===== src/rtl/cnt_snap_pkg.sv =====
package cnt_snap_pkg;

    localparam int BUS_W  = 32;
    localparam int ADDR_W = 8;
    localparam int SNAP_W = 2 * BUS_W;

    localparam logic [ADDR_W-1:0] OFS_CTRL = 8'hA0;
    localparam logic [ADDR_W-1:0] OFS_LOW  = 8'hA4;
    localparam logic [ADDR_W-1:0] OFS_HIGH = 8'hA8;

    localparam int LATCH_BIT = 1;

    typedef enum logic [1:0] {
        SEL_NONE,
        SEL_CTRL,
        SEL_LOW,
        SEL_HIGH
    } reg_sel_e;

    typedef struct packed {
        logic [BUS_W-1:0] high;
        logic [BUS_W-1:0] low;
    } snap_halves_t;

    function automatic reg_sel_e decode_ofs(input logic [ADDR_W-1:0] ofs);
        reg_sel_e s;
        unique case (ofs)
            OFS_CTRL: s = SEL_CTRL;
            OFS_LOW:  s = SEL_LOW;
            OFS_HIGH: s = SEL_HIGH;
            default:  s = SEL_NONE;
        endcase
        return s;
    endfunction

    function automatic snap_halves_t split_snap(input logic [SNAP_W-1:0] v);
        snap_halves_t h;
        h.high = v[SNAP_W-1:BUS_W];
        h.low  = v[BUS_W-1:0];
        return h;
    endfunction

    function automatic logic [BUS_W-1:0] ctrl_word(input logic busy);
        logic [BUS_W-1:0] w;
        w = '0;
        w[LATCH_BIT] = busy;
        return w;
    endfunction

endpackage


===== src/rtl/cnt_free_runner.sv =====
module cnt_free_runner #(
    parameter int CNT_W = 64
) (
    input  logic             clk,
    input  logic             rst,
    input  logic             tick,
    output logic [CNT_W-1:0] cnt
);

    localparam logic [CNT_W-1:0] CNT_MAX = '1;

    logic [CNT_W-1:0] cnt_q;

    always_ff @(posedge clk) begin
        if (rst) begin
            cnt_q <= '0;
        end else if (tick) begin
            cnt_q <= cnt_q + 1'b1;
        end
    end

    assign cnt = cnt_q;

    AST_CNT_HOLD: assert property (@(posedge clk) disable iff (rst)
        !tick |=> $stable(cnt_q));
    AST_CNT_STEP: assert property (@(posedge clk) disable iff (rst)
        (tick && cnt_q != CNT_MAX) |=> cnt_q == $past(cnt_q) + 1'b1);
    AST_CNT_WRAP: assert property (@(posedge clk) disable iff (rst)
        (tick && cnt_q == CNT_MAX) |=> cnt_q == '0);

endmodule


===== src/rtl/cnt_latch_ctl.sv =====
module cnt_latch_ctl
    import cnt_snap_pkg::*;
#(
    parameter int CNT_W     = 64,
    parameter int LATCH_DLY = 3
) (
    input  logic              clk,
    input  logic              rst,
    input  logic              req,
    input  logic [CNT_W-1:0]  live_cnt,
    output logic              busy,
    output logic [SNAP_W-1:0] snap
);

    localparam int DLY_W = $clog2(LATCH_DLY + 1);
    localparam logic [DLY_W-1:0] DLY_LOAD = DLY_W'(LATCH_DLY);
    localparam logic [DLY_W-1:0] DLY_LAST = DLY_W'(1);

    logic              busy_q;
    logic [DLY_W-1:0]  dly_q;
    logic [SNAP_W-1:0] snap_q;
    logic [SNAP_W-1:0] live_ext;

    generate
        if (CNT_W < SNAP_W) begin : g_pad
            assign live_ext = {{(SNAP_W-CNT_W){1'b0}}, live_cnt};
        end else begin : g_full
            assign live_ext = live_cnt[SNAP_W-1:0];
        end
    endgenerate

    always_ff @(posedge clk) begin
        if (rst) begin
            busy_q <= 1'b0;
            dly_q  <= '0;
            snap_q <= '0;
        end else if (busy_q) begin
            dly_q <= dly_q - 1'b1;
            if (dly_q == DLY_LAST) begin
                busy_q <= 1'b0;
                snap_q <= live_ext;
            end
        end else if (req) begin
            busy_q <= 1'b1;
            dly_q  <= DLY_LOAD;
        end
    end

    assign busy = busy_q;
    assign snap = snap_q;

    AST_LATCH_START: assert property (@(posedge clk) disable iff (rst)
        (req && !busy_q) |=> busy_q);
    AST_SNAP_CAPTURE: assert property (@(posedge clk) disable iff (rst)
        $fell(busy_q) |-> snap_q == $past(live_ext));
    AST_SNAP_FROZEN: assert property (@(posedge clk) disable iff (rst)
        !$fell(busy_q) |-> $stable(snap_q));
    AST_REQ_IGNORED: assert property (@(posedge clk) disable iff (rst)
        (busy_q && req) |=> (!busy_q || dly_q == DLY_W'($past(dly_q) - 1'b1)));

endmodule


===== src/rtl/cnt_reg_port.sv =====
module cnt_reg_port
    import cnt_snap_pkg::*;
(
    input  logic [ADDR_W-1:0] bus_addr,
    input  logic              bus_wr,
    input  logic [BUS_W-1:0]  bus_wdata,
    input  logic              busy,
    input  logic [SNAP_W-1:0] snap,
    output logic              latch_req,
    output logic [BUS_W-1:0]  bus_rdata
);

    reg_sel_e     sel;
    snap_halves_t halves;

    always_comb begin
        sel       = decode_ofs(bus_addr);
        halves    = split_snap(snap);
        latch_req = bus_wr && (sel == SEL_CTRL) && bus_wdata[LATCH_BIT];
        unique case (sel)
            SEL_CTRL: bus_rdata = ctrl_word(busy);
            SEL_LOW:  bus_rdata = halves.low;
            SEL_HIGH: bus_rdata = halves.high;
            default:  bus_rdata = '0;
        endcase
    end

endmodule


===== src/rtl/cnt_snap_top.sv =====
module cnt_snap_top
    import cnt_snap_pkg::*;
#(
    parameter int CNT_W     = 64,
    parameter int LATCH_DLY = 3
) (
    input  logic        clk,
    input  logic        rst,
    input  logic        ref_tick,
    input  logic [7:0]  bus_addr,
    input  logic        bus_wr,
    input  logic [31:0] bus_wdata,
    output logic [31:0] bus_rdata
);

    logic [CNT_W-1:0]  live_cnt;
    logic [SNAP_W-1:0] snap;
    logic              busy;
    logic              latch_req;

    cnt_free_runner #(.CNT_W(CNT_W)) u_cnt (
        .clk  (clk),
        .rst  (rst),
        .tick (ref_tick),
        .cnt  (live_cnt)
    );

    cnt_latch_ctl #(.CNT_W(CNT_W), .LATCH_DLY(LATCH_DLY)) u_latch (
        .clk      (clk),
        .rst      (rst),
        .req      (latch_req),
        .live_cnt (live_cnt),
        .busy     (busy),
        .snap     (snap)
    );

    cnt_reg_port u_port (
        .bus_addr  (bus_addr),
        .bus_wr    (bus_wr),
        .bus_wdata (bus_wdata),
        .busy      (busy),
        .snap      (snap),
        .latch_req (latch_req),
        .bus_rdata (bus_rdata)
    );

    AST_PLAIN_WRITE_INERT: assert property (@(posedge clk) disable iff (rst)
        (bus_wr && !latch_req && !busy) |=> (!busy && $stable(snap)));

endmodule


===== config.mk =====
export PLATFORM = sky130hd
export DESIGN_NAME = cnt_snap_top
export DESIGN_NICKNAME = d
export VERILOG_FILES = /design/src/rtl/cnt_snap_pkg.sv /design/src/rtl/cnt_free_runner.sv /design/src/rtl/cnt_latch_ctl.sv /design/src/rtl/cnt_reg_port.sv /design/src/rtl/cnt_snap_top.sv
export SDC_FILE = /design/constraint.sdc
export NUM_CORES = 1
export LEC_CHECK = 0
export ABC_AREA = 1
export BUFFER_PORTS_ARGS = -buffer_cell sky130_fd_sc_hd__buf_2
export CAP_MARGIN = 20
export CORE_ASPECT_RATIO = 1.2
export CORE_MARGIN = 1.5
export CORE_UTILIZATION = 40
export DETAILED_ROUTE_END_ITERATION = 16
export HOLD_SLACK_MARGIN = 0.1
export PLACE_DENSITY = 0.66
export SETUP_SLACK_MARGIN = 0.1
export SYNTH_ARGS = -nofsm -noshare
export SYNTH_HDL_FRONTEND = slang
export SYNTH_HIERARCHICAL = 1
export SYNTH_SLANG_ARGS = --single-unit

===== constraint.sdc =====
create_clock -name clk -period 1.64 [get_ports clk]
set_input_delay 0.246 -clock clk [delete_from_list [all_inputs] [get_ports clk]]
set_output_delay 0.246 -clock clk [all_outputs]
set_load 0.1 [all_outputs]

# Word-level counts from Yosys, hierarchy flattened
# Cells that the tools add are included.
# classes
n_reduce_logical,4
eq_ne,7
n_mux,7
n_addsub,2
# op_table
cell,n
$pmux W32 S3,1
$add A64 B1 Y64 const B,1
$eq A8 B8 Y1 const B,3
$pmux W2 S3,1
$eq A2 B1 Y1 const B,2
$eq A2 B2 Y1 const B,2
$mux W2,2
$mux W1,3
$logic_and A1 B1 Y1,2
$reduce_and A2 Y1,1
$reduce_bool A2 Y1,1
$sub A2 B1 Y2 const B,1
# word_totals
wordCells,24
inputBits,44
ff_bits,131

# Longest topological paths before layout
# logic_depth
depth_word,7
mapped_depth,11
mapped_depth_nobuf,11

# Hierarchy
# The synthesis kept the hierarchy.
# modules_own_cells
mod,area_per_inst_um2,cells_per_inst,n_inst,seq_area_each_um2
cnt_free_runner,3836.2,618,1,1281.2
cnt_latch_ctl,2766.4,426,1,1341.3
cnt_reg_port,850.8,133,1,0.0

# Worst setup path before layout
# OpenSTA, ideal clock, no wires.
# synth_path
path_kind,input to output
start,input bus_addr[6]
end,output bus_rdata[0]
path_stages,7
t_required_ps,1394
setup_slack_ps,-74
n_path_buf,2
t_arrival_ps,1468
path_cell_list,inv_1 nand2_1 nor2_4 buf_8 buf_12 nand3_2 nand2_1
# synth_between
elab_chain_cells,4
word_cells_on_any_way,8
classes_between,6 x eq/ne; 2 x mux
# synth_rtl
item,line,source
"start, declared",cnt_snap_top.sv:10,"input logic [7:0] bus_addr,"
$eq A8 B8 Y1,cnt_snap_pkg.sv:27,unique case (ofs)
$pmux W2 S3 (*),cnt_snap_pkg.sv:27,
$eq A2 B2 Y1 / $eq A2 B1 Y1 (equally long branches),cnt_reg_port.sv:20,unique case (sel)
$pmux W32 S3 (*),cnt_reg_port.sv:20,
"end, declared",cnt_snap_top.sv:13,output logic [31:0] bus_rdata
# Mark *: on every way between the ends. The rest lies on a longest branch, timed or not.

# Final worst setup path
# layout_path
start,input bus_addr[4]
end,output bus_rdata[1]
# Same word-level chain as after synthesis.

==> reports/results.tsv <==
stage	metric	value	unit
place	placed cell area	0.00880	mm^2
logic_synthesis	Syn Nets	1223	
detailed_routing	Final ANT Viol Nets	0	
pwr	clock network power share	0.524	
finish	layout net count	1352	
detailed_routing	TritonRoute pass-1 iters	6	
pwr	Int Power	5.58	mW
logic_synthesis	Top FF cell, synth	dfxtp_1	
grt	all-layer global routing usage	0.225	
logic_synthesis	Yosys cell types	34	
clock_network	CTS buffer count	17	
pwr	maximum VDD drop	0.000609	V
place	dpl cells	1471	
logic_synthesis	number of synthesized flops with an enable pin	0	
pwr	Sw Pwr	1.76	mW
clock_network	CTS tree	built	
pwr	leakage power total	4.83	nW
finish	Area Overhead vs Synth	45.0	%
logic_synthesis	Yosys top cell area share	0.352	
grt	met2 GRT Util	0.392	
place	# port buffers	44	
logic_synthesis	post-synthesis mux area share	0	
sta	fin crit period	1.58	ns
place	DP Wirelength	15800	um
critical_path	critical path startpoint category	input port	
logic_synthesis	Syn Area/Cell	6.33	um^2
clock_network	clock-pin slew on the worst setup and hold paths	0.06	ns
pwr	combinational share of power	0.044	
sta	Final Cycle Share	0.965	
logic_synthesis	Post-Synth Simple-Gate Area	0.481	
sta	hold slack	0.201	ns
floorplanning	IO Pins	76	
logic_synthesis	Adder-Cell Fraction of Synth Area	0.00336	
sta	RSZ-0062 raised after global routing	yes	
logic_synthesis	warnings from Yosys	6	
sta	worst setup margin	0.0573	ns
sta	clk_skew	0.00793	ns
place	routability cong.	0.904	
logic_synthesis	register area share after synthesis	0.352	
finish	utilization after layout	0.592	
detailed_routing	Iter 0 DRT Violations	799	
detailed_routing	WL/cell	16.5	um
floorplanning	Initial Util	0.409	
critical_path	Arr. time, crit path	1.34	ns
floorplanning	Die Wd	128	um
pwr	pwr/cell area	678	mW/mm^2
clock_network	Hold Buf Count CTS	0	
clock_network	Max H-tree Level	4	
grt	GRT Max-Usage Layer	met2	
sta	setup TNS	0	ns
logic_synthesis	Area contributors post-synth	dfxtp_1 (35%), nand2_1 (17%), nor2_1 (14%)	
logic_synthesis	post-synthesis xor/xnor area fraction	0.0165	
critical_path	critical path capture point type	output port	
sta	Hold Fails Final Rpt	0	
worst_hold_path	hold crit path type	in -> reg	
detailed_routing	Vias	7921	
logic_synthesis	Synth area leader	dfxtp_1	
clock_network	CTS root buf	clkbuf_16	
grt	GRT overflow	0	
pwr	Tot Pwr	7.33	mW
grt	met1 GRT Util	0.277	
floorplanning	Die Span Y	153	um
finish	Inserted Diodes	0	
floorplanning	die area	0.0195	mm^2
place	worst slack at placement	-0.00377	ns
logic_synthesis	asr flop ratio synth	0	
critical_path	critical path class	in -> out	
floorplanning	row count	54	
grt	largest net degree at the start of global routing	60	
finish	Finished Layout Cells	1543	
critical_path	crit-path max FO	6	
outcome	status	finished clean	
pwr	register share of total power	0.432	
sta	max-slew violations	0	
grt	met3 usage	0.0291	
grt	number of antenna violations at the first check in global routing	0	
clock_network	worst skew pair latency	0.42	ns
grt	number of global-route vias before repair	6961	
detailed_routing	WL final	25500	um
logic_synthesis	complex-gate fraction of the synthesized area	0.0349	
clock_network	clk sinks	131	
finish	Final Cell Area	0.0108	mm^2
clock_network	clock buffer depth	2	
detailed_routing	drt via density	5.13	
sta	Final setup viols	0	
logic_synthesis	Post-Syn Area	0.00745	mm^2
sta	Fmax	632	MHz
logic_synthesis	main combinational cell family by area after synthesis	simple AND/OR/NAND/NOR gates	
critical_path	Critical Path RT	1.39	ns
finish	layout cells sized above 1	0.344	
sta	Slew @ Worst Pin	0.490	ns
sta	Max transition margin	0.673	
floorplanning	core footprint	0.0182	mm^2
detailed_routing	DRC Markers	0	
pwr	switching part of the total	0.239	
grt	first-pass GRT wire length	34600	um
flow_run	Max-cap violations	0	
logic_synthesis	Mapped Cells	1177	
logic_synthesis	flops & latches, synth	131	
-- cells by family (layout without fill, tap and decap cells) --
logic type,Yosys count,in the layout
xor+xnor,14,14
fa+ha+maj,2,2
compound gates,49,49
simple gates,801,801
buf+inv,180,322
flops,131,131
-- layout by cell type (no fill, tap or decap), types with 4 or more instances in the layout --
cell / netlist / layout
a21oi_1: 29 / 29
buf_12: 2 / 45
buf_2: 13 / 7
buf_4: 10 / 77
buf_6: 9 / 10
clkbuf_16: 0 / 28
clkinvlp_4: 0 / 4
dfxtp_1: 131 / 81
dfxtp_2: 0 / 33
dfxtp_4: 0 / 17
inv_1: 132 / 124
inv_2: 6 / 11
inv_6: 0 / 5
nand2_1: 343 / 284
nand2_2: 9 / 55
nand2_4: 2 / 15
nand3_1: 79 / 44
nand3_2: 32 / 47
nand3_4: 0 / 20
nand4_1: 10 / 10
nor2_1: 275 / 245
nor2_2: 17 / 28
nor2_4: 15 / 34
o21ai_0: 14 / 11
xnor2_1: 4 / 4
xor2_1: 10 / 10
-- cells in the mapped netlist, types with 13 or more instances --
master   count
nand3_1     79
nor2_4      15
a21oi_1     29
o21ai_0     14
nor2_1     275
nand2_1    343
buf_2       13
nand3_2     32
inv_1      132
dfxtp_1    131
nor2_2      17
-- repair_timing --
item | CTS | global route
pin swaps | 10 | 65
setup endpoints to repair | 40 | 76
gates cloned | 0 | 17
buffers inserted | 4 | 19
resized for setup | 33 | 216
-- final cells by class --
class | instances | area, um^2
Clock inverter | 14 | 165
Tap cell | 224 | 280
Sequential cell | 131 | 2730
Fill cell | 1527 | 7440
Multi-Input combinational cell | 866 | 4740
Timing Repair Buffer | 152 | 1930
Inverter | 138 | 528
Clock buffer | 18 | 429
-- power groups by stage --
stage / sequential, mW / combinational [mW] / clock (mW)
after CTS: 3.19 / 0.208 / 3.88
after global placement: 3.26 / 0.204 / 0
after global routing: 3.16 / 0.340 / 4.02
after floorplan: 3.26 / 0.138 / 0
after detailed placement: 3.26 / 0.207 / 0
final: 3.17 / 0.325 / 3.84
-- metal layers --
layer | wire length, um | up-vias
met4 | 1740 | 0
met5 | 0 | -
met1 | 9840 | 3634
met2 | 12400 | 328
met3 | 1420 | 101
li1 | - | 3858
-- worst max-delay path, stage by stage --
cell       delay [ns]
buf_6            0.09
inv_2            0.04
nand2_2          0.06
nor2_4           0.16
buf_12           0.16
clkbuf_16        0.16
nand3_1          0.11
nand3_2          0.12
buf_12           0.18
-- path summary, 6_finish.rpt --
path / cells after the start / slack, ns / startpoint / endpoint
min: 2 / 0.20 / rst / u_cnt/cnt[11]
max: 9 / 0.06 / bus_addr[4] / bus_rdata[1]
min reg2reg: 2 / 0.47 / u_latch/dly_q[1] / u_latch/dly_q[1]
max reg2reg: 12 / 0.11 / u_cnt/cnt[1] / u_cnt/cnt[31]
-- registers in the layout (all words and copies together) (netlist names) --
signal         count
u_cnt/cnt         64
u_latch/busy       1
u_latch/dly_q      2
u_latch/snap      64
Note: power is estimated with default switching activity, not from simulation.
